File: src/rtl/ocb_pkg.sv
package ocb_pkg;

  typedef enum logic [2:0] {
    ST_IDLE  = 3'd0,
    ST_QUAL  = 3'd1,
    ST_BLANK = 3'd2,
    ST_ARMED = 3'd3,
    ST_START = 3'd4,
    ST_LATCH = 3'd5
  } ocb_state_e;

  // Bits needed to hold the values 0 .. n-1.
  function automatic int unsigned cnt_width(input int unsigned n);
    return (n < 2) ? 1 : $clog2(n);
  endfunction

  function automatic int unsigned max_of(input int unsigned a, input int unsigned b);
    return (a > b) ? a : b;
  endfunction

endpackage

File: src/rtl/ocb_run_filter.sv
// Counts consecutive ticks with level high; pulses hit on the LEN-th one.
module ocb_run_filter #(
  parameter int unsigned LEN = 100,
  parameter int unsigned W   = ocb_pkg::cnt_width(LEN)
) (
  input  logic         clk,
  input  logic         rst_n,
  input  logic         tick,
  input  logic         level,
  input  logic         clr,
  output logic         hit,
  output logic [W-1:0] run
);

  localparam logic [W-1:0] LAST = W'(LEN - 1);

  logic [W-1:0] cnt_q;

  assign hit = tick && level && !clr && (cnt_q == LAST);
  assign run = cnt_q;

  always_ff @(posedge clk) begin
    if (!rst_n) begin
      cnt_q <= '0;
    end else if (clr || !level || hit) begin
      cnt_q <= '0;
    end else if (tick) begin
      cnt_q <= cnt_q + 1'b1;
    end
  end

  // the run counter never passes its completion value
  p_run_bound_r3: assert property (@(posedge clk) disable iff (!rst_n)
    cnt_q <= LAST);

  // a dropout always leaves the count at zero
  p_run_restart_r3: assert property (@(posedge clk) disable iff (!rst_n)
    !level |=> (cnt_q == '0));

endmodule

File: src/rtl/ocb_phase_timer.sv
// Tick counter for the current phase; done fires on the tick reaching last.
module ocb_phase_timer #(
  parameter int unsigned W = 8
) (
  input  logic         clk,
  input  logic         rst_n,
  input  logic         tick,
  input  logic         clr,
  input  logic [W-1:0] last,
  output logic         done
);

  logic [W-1:0] cnt_q;

  assign done = tick && (cnt_q == last);

  always_ff @(posedge clk) begin
    if (!rst_n) begin
      cnt_q <= '0;
    end else if (clr) begin
      cnt_q <= '0;
    end else if (tick && (cnt_q != last)) begin
      cnt_q <= cnt_q + 1'b1;
    end
  end

  // the phase count stays inside the window of the active phase
  p_phase_bound_r5: assert property (@(posedge clk) disable iff (!rst_n)
    cnt_q <= last);

endmodule

File: src/rtl/ocb_breaker.sv
module ocb_breaker
  import ocb_pkg::*;
#(
  parameter int unsigned QUAL_US    = 100,
  parameter int unsigned BLANK_US   = 5000,
  parameter int unsigned ARM_US     = 5000,
  parameter int unsigned STARTUP_US = 5000,
  parameter int unsigned COOL_US    = 4000000,
  parameter int unsigned OFF_US     = 20
) (
  input  logic       clk,
  input  logic       rst_n,
  input  logic       us_tick,
  input  logic       oc_active,
  input  logic       gate_req,
  input  logic       start,
  input  logic       uv_clr,
  input  logic       retry_mode,
  output logic       fault_n,
  output logic       gate_kill,
  output logic [2:0] state_o
);

  localparam int unsigned TMAX = max_of(max_of(BLANK_US, ARM_US), max_of(STARTUP_US, COOL_US));
  localparam int unsigned TW   = cnt_width(TMAX);
  localparam int unsigned QW   = cnt_width(QUAL_US);
  localparam int unsigned OW   = cnt_width(OFF_US);

  ocb_state_e state_q, state_d;

  // Named internal events
  logic          oc_hit;      // qualified overcurrent burst completed
  logic          off_hit;     // enable low long enough to clear a trip
  logic          phase_done;  // current phase duration elapsed
  logic          phase_clr;   // phase timer restarts
  logic          qual_clr;
  logic          start_ok;
  logic [TW-1:0] phase_last;
  logic [QW-1:0] qual_run;
  logic [OW-1:0] off_run;

  assign qual_clr = !gate_req ||
                    !((state_q == ST_IDLE) || (state_q == ST_QUAL) || (state_q == ST_ARMED));

  ocb_run_filter #(.LEN(QUAL_US), .W(QW)) u_qual (
    .clk   (clk),
    .rst_n (rst_n),
    .tick  (us_tick),
    .level (oc_active),
    .clr   (qual_clr),
    .hit   (oc_hit),
    .run   (qual_run)
  );

  ocb_run_filter #(.LEN(OFF_US), .W(OW)) u_off (
    .clk   (clk),
    .rst_n (rst_n),
    .tick  (us_tick),
    .level (!gate_req),
    .clr   (state_q != ST_LATCH),
    .hit   (off_hit),
    .run   (off_run)
  );

  always_comb begin
    case (state_q)
      ST_BLANK: phase_last = TW'(BLANK_US - 1);
      ST_ARMED: phase_last = TW'(ARM_US - 1);
      ST_START: phase_last = TW'(STARTUP_US - 1);
      ST_LATCH: phase_last = TW'(COOL_US - 1);
      default:  phase_last = '0;
    endcase
  end

  ocb_phase_timer #(.W(TW)) u_phase (
    .clk   (clk),
    .rst_n (rst_n),
    .tick  (us_tick),
    .clr   (phase_clr),
    .last  (phase_last),
    .done  (phase_done)
  );

  assign start_ok = start && gate_req && !uv_clr && (state_q != ST_LATCH);

  always_comb begin
    state_d = state_q;
    if (uv_clr) begin
      state_d = ST_IDLE;
    end else if (state_q == ST_LATCH) begin
      if (off_hit)                        state_d = ST_IDLE;
      else if (retry_mode && phase_done)  state_d = ST_START;
    end else if (!gate_req) begin
      state_d = ST_IDLE;
    end else if (start) begin
      state_d = ST_START;
    end else begin
      case (state_q)
        ST_IDLE: begin
          if (oc_hit)         state_d = ST_BLANK;
          else if (oc_active) state_d = ST_QUAL;
        end
        ST_QUAL: begin
          if (oc_hit)          state_d = ST_BLANK;
          else if (!oc_active) state_d = ST_IDLE;
        end
        ST_BLANK: if (phase_done) state_d = ST_ARMED;
        ST_ARMED: begin
          if (oc_hit)          state_d = ST_LATCH;
          else if (phase_done) state_d = ST_IDLE;
        end
        ST_START: if (phase_done) state_d = oc_active ? ST_LATCH : ST_IDLE;
        default: state_d = ST_IDLE;
      endcase
    end
  end

  assign phase_clr = (state_d != state_q) || start_ok;

  always_ff @(posedge clk) begin
    if (!rst_n) state_q <= ST_IDLE;
    else        state_q <= state_d;
  end

  assign state_o   = state_q;
  assign fault_n   = (state_q != ST_LATCH);
  assign gate_kill = (state_q == ST_LATCH);

  // the blank phase never leads straight to a trip
  p_blank_no_trip_r4: assert property (@(posedge clk) disable iff (!rst_n)
    (state_q == ST_BLANK) |=> (state_q != ST_LATCH));

  // a trip is entered only from the armed window or from start-up
  p_trip_origin_r5: assert property (@(posedge clk) disable iff (!rst_n)
    $rose(gate_kill) |-> ($past(state_q) == ST_ARMED || $past(state_q) == ST_START));

  // leaving the armed window for idle with the enable up needs an elapsed window
  p_armed_expiry_r6: assert property (@(posedge clk) disable iff (!rst_n)
    (state_q == ST_ARMED && gate_req && !uv_clr && !start && !oc_hit && !phase_done)
      |=> (state_q == ST_ARMED));

  // while tripped and no clear source is present, the trip holds
  p_trip_holds_r7: assert property (@(posedge clk) disable iff (!rst_n)
    (gate_kill && !uv_clr && !off_hit && !retry_mode) |=> !fault_n);

  // the undervoltage clear always lands in idle
  p_uv_clear_r9: assert property (@(posedge clk) disable iff (!rst_n)
    uv_clr |=> (state_q == ST_IDLE));

endmodule

File: config.mk
export PLATFORM = sky130hd
export DESIGN_NAME = ocb_breaker
export DESIGN_NICKNAME = d
export VERILOG_FILES = /design/src/rtl/ocb_pkg.sv /design/src/rtl/ocb_run_filter.sv /design/src/rtl/ocb_phase_timer.sv /design/src/rtl/ocb_breaker.sv
export SDC_FILE = /design/constraint.sdc
export NUM_CORES = 1
export LEC_CHECK = 0
export BUFFER_PORTS_ARGS = -buffer_cell sky130_fd_sc_hd__buf_2
export CORE_MARGIN = 4
export CORE_UTILIZATION = 30
export CTS_CLUSTER_DIAMETER = 60
export CTS_CLUSTER_SIZE = 10
export DETAILED_ROUTE_END_ITERATION = 10
export PLACE_DENSITY = 0.53
export SLEW_MARGIN = 20
export SYNTH_ARGS = -nofsm -noshare
export SYNTH_HDL_FRONTEND = slang
export SYNTH_SLANG_ARGS = --single-unit
export TNS_END_PERCENT = 10
File: constraint.sdc
create_clock -name clk -period 4.9 [get_ports clk]
set_clock_uncertainty 0.15 [all_clocks]
set_input_delay 0.49 -clock clk [delete_from_list [all_inputs] [get_ports clk]]
set_output_delay 0.49 -clock clk [all_outputs]
set_load 0.02 [all_outputs]
# Word-level counts from Yosys, hierarchy flattened
# Index checks and enable logic that the tools add are counted.
# op_classes
n_eq_ne	11
muxes	17
bitwise	1
reduce_logical	31
add_sub_neg	3
# ops
cell	n
two-way mux 3 bit	15
case mux 22 bit (2 select lines)	1
adder 22 x 1 -> 22 bit, second input constant	1
== test 22 bit	1
!= test 22 bit	1
case mux 3 bit (5 select lines)	1
logical AND 1 bit	12
logical OR 1 bit	8
adder 7 x 1 -> 7 bit, second input constant	1
== test 7 bit, second input constant	1
== test 3 x 2 -> 1 bit, second input constant	2
== test 3 bit, second input constant	2
zero test 1 bit	6
OR reduction 2 bit	3
adder 5 x 1 -> 5 bit, second input constant	1
== test 5 bit, second input constant	1
== test 3 x 1 -> 1 bit, second input constant	1
zero test 3 bit	1
!= test 3 bit	1
!= test 3 bit, second input constant	1
OR reduction 3 bit	1
NOT 1 bit	1
# totals
in_bits	8
elab_cells	67
ff_bits	37
out_inout_bits	5

# Depth between registers and ports, before layout
# depth
ltp_word	17
ltp_mapped	11
mapped_depth_nobuf	9

# Cells and area by module
# From an unflattened synthesis, not the netlist that was laid out.
# unflattened
hier_cells	285
hier_area_um2	2436.1
# modules_own_cells
module	n_inst	cells_each	seq_area_each_um2	area_each_um2
ocb_phase_timer	1	162	440.4	1361.3
ocb_breaker	1	60	60.1	444.2
ocb_run_filter at u_qual	1	36	140.1	356.6
ocb_run_filter at u_off	1	27	100.1	274.0

# Worst setup path after synthesis
# No wires, ideal clock.
# synth_path
path_kind	reg2reg
start	reg state_q[2], in the netlist state_o[2]
end	reg u_phase.cnt_q[10]
t_required_ns	4.684
setup_time_ns	0.066
path_stages_with_launch	11
path_buffers	2
synth_period_minus_slack_ns	2.726
arrival_ns	2.510
path_slack_ns	2.174
path_cell_list	dfxtp_1 > and3_1 > buf_2 > inv_1 > a211o_1 > nor3_2 > nand4_2 > mux2i_1 > a311o_2 > buf_6 > a21oi_2
# synth_between
word_cells_on_any_way	43
classes_between	eq/ne (9); mux (16); reduce/logical (18)
# synth_rtl
element	line	source
start: declaration	ocb_breaker.sv:29	ocb_state_e state_q, state_d;
start signal: assignment	ocb_breaker.sv:122	else state_q <= state_d;
== test 3 bit *	--	
named net gate_kill	ocb_breaker.sv:20	output logic gate_kill,
case mux 22 bit (2 select lines)	ocb_breaker.sv:66	case (state_q)
== test 22 bit	ocb_phase_timer.sv:15	assign done = tick && (cnt_q == last);
logical AND 1 bit	ocb_phase_timer.sv:15	
two-way mux 3 bit	ocb_breaker.sv:110	else if (phase_done) state_d = ST_IDLE;
two-way mux 3 bit	ocb_breaker.sv:109	if (oc_hit) state_d = ST_LATCH;
case mux 3 bit (5 select lines)	ocb_breaker.sv:98	case (state_q)
two-way mux 3 bit	ocb_breaker.sv:95	end else if (start) begin
two-way mux 3 bit	ocb_breaker.sv:93	end else if (!gate_req) begin
two-way mux 3 bit	ocb_breaker.sv:90	end else if (state_q == ST_LATCH) begin
two-way mux 3 bit	ocb_breaker.sv:88	if (uv_clr) begin
!= test 3 bit	ocb_breaker.sv:118	assign phase_clr = (state_d != state_q) || start_ok;
logical OR 1 bit	ocb_breaker.sv:118	
OR reduction 2 bit (no line)	--	
end signal: assignment	ocb_phase_timer.sv:23	cnt_q <= cnt_q + 1'b1;
end: declaration	ocb_phase_timer.sv:13	logic [W-1:0] cnt_q;
# The timed path passes the listed nets; every way through them passes the cells marked *.
# A chain may end at the register's enable or synchronous reset.

# Worst setup path in the final report
# layout_path
start	reg state_q[2], in the netlist state_o[2]
end	reg u_phase.cnt_q[6]
# layout_between
elab_chain_len	17
word_cells_on_any_way	43
classes_between	eq/ne (9); mux (16); reduce/logical (18)
# layout_rtl
element
parallel branches: the longest is 17 deep, another holds case mux 22 bit (2 select lines)
# Several ways; the timed one is not identified.

==> results list <==
- Count of cell types in the netlist: 53
* Area taken by flip-flops and latches: ~740 um^2
- Vertical die dimension: 91.5 um
* Share of power burned in the clock network: 0.481
- Total of buffers placed on input and output ports: 12
- The clock period could shrink to roughly 3.2 ns.
* Cell count after synthesis: ~250
* Maximum clock frequency: approximately 310 MHz
- Starting Density: 0.308
- Async S/R FF share, synth: 0
- For the worst-skew pair, the clock arrives at the later sink with an insertion delay of just under 0.3 ns.
- In this run, synthesis inferred 0 flip-flops with an integrated enable.
- Site Rows: 30
- For this design the ratio of total power to cell area is between 200 and 300 mW/mm^2.
- H-Tree Depth: 2
* Number of buffers on the longest clock path: 2
* Final Routed Wirelength: 4.56 mm
- Setup repair after global routing missed its margin: false
- During synthesis, Yosys emitted a total of 0 warnings.
* Simple-gate share of the synthesized area: 0.335
- For met3 alone, demand over resource in global routing was 0.0182.
- Leading register cell type out of synthesis: dfxtp_1
- Post-CTS sizing: 0
* Yosys top cell by area: dfxtp_1
- Of the total synthesized cell area, the portion taken by full adders, half adders and majority gates is 0.0180.
- The worst setup path is captured at a register.
- Of the total synthesized cell area, the portion taken by XOR and XNOR cells is 0.117.
- Number of antenna cells inserted: 0
- Switching Share: 0.212
* CTS root buf: clkbuf_8
- Of the total power, combinational logic draws 0.056.
- After synthesis the netlist holds a flip-flop and latch count of 37.
- Clock-pin slew was measured on the worst setup and hold paths at 0.07 ns.
* Via/cell ratio: between 4 and 5
- The detailed router finished its first iteration with 96 violations.
- Dividing the final minimum period by the clock period gives 0.652.
- Most frequently used cell type in the post-synthesis netlist: dfxtp_1
- Total via count after detailed routing: 1,780
* Worst EP arrival: about 3.3 ns
* Detailed Routing Iterations Pass 1: 4
* Largest fanout on the critical path: 22
* Worst Max-Slew Pin Slew: 0.826 ns
* Sequential share of the synthesized area: 0.354
* Ranking of synthesized cells by area: dfxtp_1 35%, xor2_1 8.8%, nor2_1 5.4%, nand3_1 5.3%, nand2_1 3.9%
- Leakage Power: 0.807 nW
* Ranking of synthesized cells by instance count: 37 x dfxtp_1, 30 x nor2_1, 22 x nand2_1, 22 x nand3_1, 21 x xor2_1
- Power spent charging and discharging nets: 0.000139 W
- Fill count: roughly 720
- The number of clock buffers added by TritonCTS is 5.
- For this run the aggregate overflow at the end of global routing stands at 0.
* Cell Int Power: between 0.0005 and 0.0006 W
* Core Footprint: ~0.0068 mm^2
* ANT nets after route: 0
- Die width: 91.5 um
- Reg power frac: 0.464
- Main combinational cell family by area after synthesis: simple AND/OR/NAND/NOR gates
* TritonCTS clock tree: yes
- Met1 GRT Util: 0.149
* Final-layout worst hold slack: slightly below 0.3 ns
- In the final timing run, aggregate negative setup slack is 0 ns.
- In the global route stage, met2 resource usage came out at 0.185.
- Via count of the first global-routing pass: 1,714
- Compared with the post-synthesis result, the final layout area differs by 12.2%.
* Hold Fails Final Rpt: 0
- The wire-length estimate of the detail-placed layout is ~3.3 mm.
- In the routed design, unresolved DRC markers number 0.
- Path class of the lowest-slack min-delay path: input pin to register
* Number of endpoints failing setup at the final stage: 0
- Maximum number of pins on one net before global-route repair: 23
- The mapped netlist covers between 0.002 and 0.0025 mm^2.
* Count of pins over their slew limit: 0
* Startpoint type of the worst setup path: register
* Classification of the worst setup path: register to register
* Fraction of synthesized cell area taken by the top area cell type: 0.354
- The run finished with clean final reports.
- For this run, the post-layout net count is 272.
- Once the clock tree was built, the setup fixing pass inserted 0 buffers.
- Required time of the critical path: slightly below 5 ns
* Share of synthesized area spent on multiplexers: 0.0144
* Total Routing Usage GR: 0.114
- Routed wire per std cell: ~13 um
* Mean instance size in the synthesized netlist: 8.30 um^2
- In this run the count of I/O pins placed on the die edge is 13.
- Area enclosed by the die boundary: around 0.0084 mm^2
* Area of the multi-input gates: approximately 0.0013 mm^2
- Hold repair after CTS inserted 0 buffers.
* Headroom to the max-slew limit: 0.449
* Max-cap viol count: 0
* Synthesized net count: 263
* Antenna violations before repair: 0
* Wire length of the first global-routing pass: slightly below 8 mm
- The compound-cell area share of the yosys netlist came to 0.124.
- Clock net sink count: 37
- The worst-case IR drop observed on VDD is about 0.10 mV.
- At the end of routability-driven placement, the weighted congestion stood at roughly 0.83.
- In the final layout, the share of cells above drive strength 1 is 0.145.
- The global routing stage identified its most utilized layer as met2.
## state kept, by name, summed over array words and instances (netlist names)
name           count
u_off.run          5
u_phase.cnt_q     22
u_qual.run         7
state_o            3
## layer usage
metal | routed length, um | vias up
met2 | 2010 | 33
met4 | 98 | 0
met1 | 2310 | 820
met5 | 0 | -
li1 | - | 918
met3 | 149 | 9
## power by group through the flow
| stage | sequential [W] | clock, W | combinational [W] |
|---|---|---|---|
| floorplan | 0.000310 | 0 | 0.0000288 |
| CTS | 0.000303 | 0.000326 | 0.0000372 |
| finish | 0.000303 | 0.000315 | 0.0000366 |
| global route | 0.000304 | 0.000339 | 0.0000406 |
| global placement | 0.000310 | 0 | 0.0000368 |
| detailed placement | 0.000310 | 0 | 0.0000368 |
## through the flow
step	util	area, um^2	power (W)	cells	setup WS, ns
global route	0.345	2350	0.000683	358	1.36
global placement	0.326	2210	0.000347	350	1.73
detailed placement	0.326	2210	0.000347	350	1.72
CTS	0.345	2350	0.000667	358	1.68
finish	0.345	2350	0.000655	358	1.70
floorplan	-	2090	0.000339	252	2.17
## kinds of logic after synthesis
logic type	after synthesis
mux	3
flops	37
compound gates	33
buf+inv	15
xor+xnor	28
simple gates	133
fa+ha+maj	3
## area by class of cell
cell class,instances,area share
Tap cell,96,0.0512
Timing Repair Buffer,12,0.0256
Multi-Input combinational cell,200,0.542
Clock buffer,5,0.0293
Clock inverter,3,0.0277
Sequential cell,37,0.316
Inverter,5,0.00800
## cell usage in the layout (no fill, tap or decap), types with 4 or more instances in the layout
master	n
a21oi_1	5
and2_1	4
and3_1	6
buf_2	12
clkbuf_8	5
dfxtp_1	37
inv_1	5
nand2_1	22
nand3_1	22
nand4_1	11
nor2_1	30
nor2_2	9
nor3_1	6
o211ai_1	4
o21ai_0	4
xnor2_1	7
xor2_1	21
## critical path, stage by stage (launching register included)
cell	delay (ns)
dfxtp_1	0.59
and3_1	0.34
inv_1	0.18
o41ai_2	0.58
nand4_2	0.31
mux2i_1	0.19
a311o_2	0.59
a21oi_1	0.19
## final timing paths
check	start	endpoint	slack [ns]	depth (start not counted)
hold reg to reg	u_phase.cnt_q[10]$_SDFFE_PP0P_	u_phase.cnt_q[10]$_SDFFE_PP0P_	0.37	2
hold / removal	uv_clr	state_o[2]$_SDFF_PN0_	0.29	2
setup reg to reg	state_o[2]$_SDFF_PN0_	u_phase.cnt_q[6]$_SDFFE_PP0P_	1.70	7
setup / recovery	state_o[2]$_SDFF_PN0_	u_phase.cnt_q[6]$_SDFFE_PP0P_	1.70	7
Power figures use the tool's default switching activity.
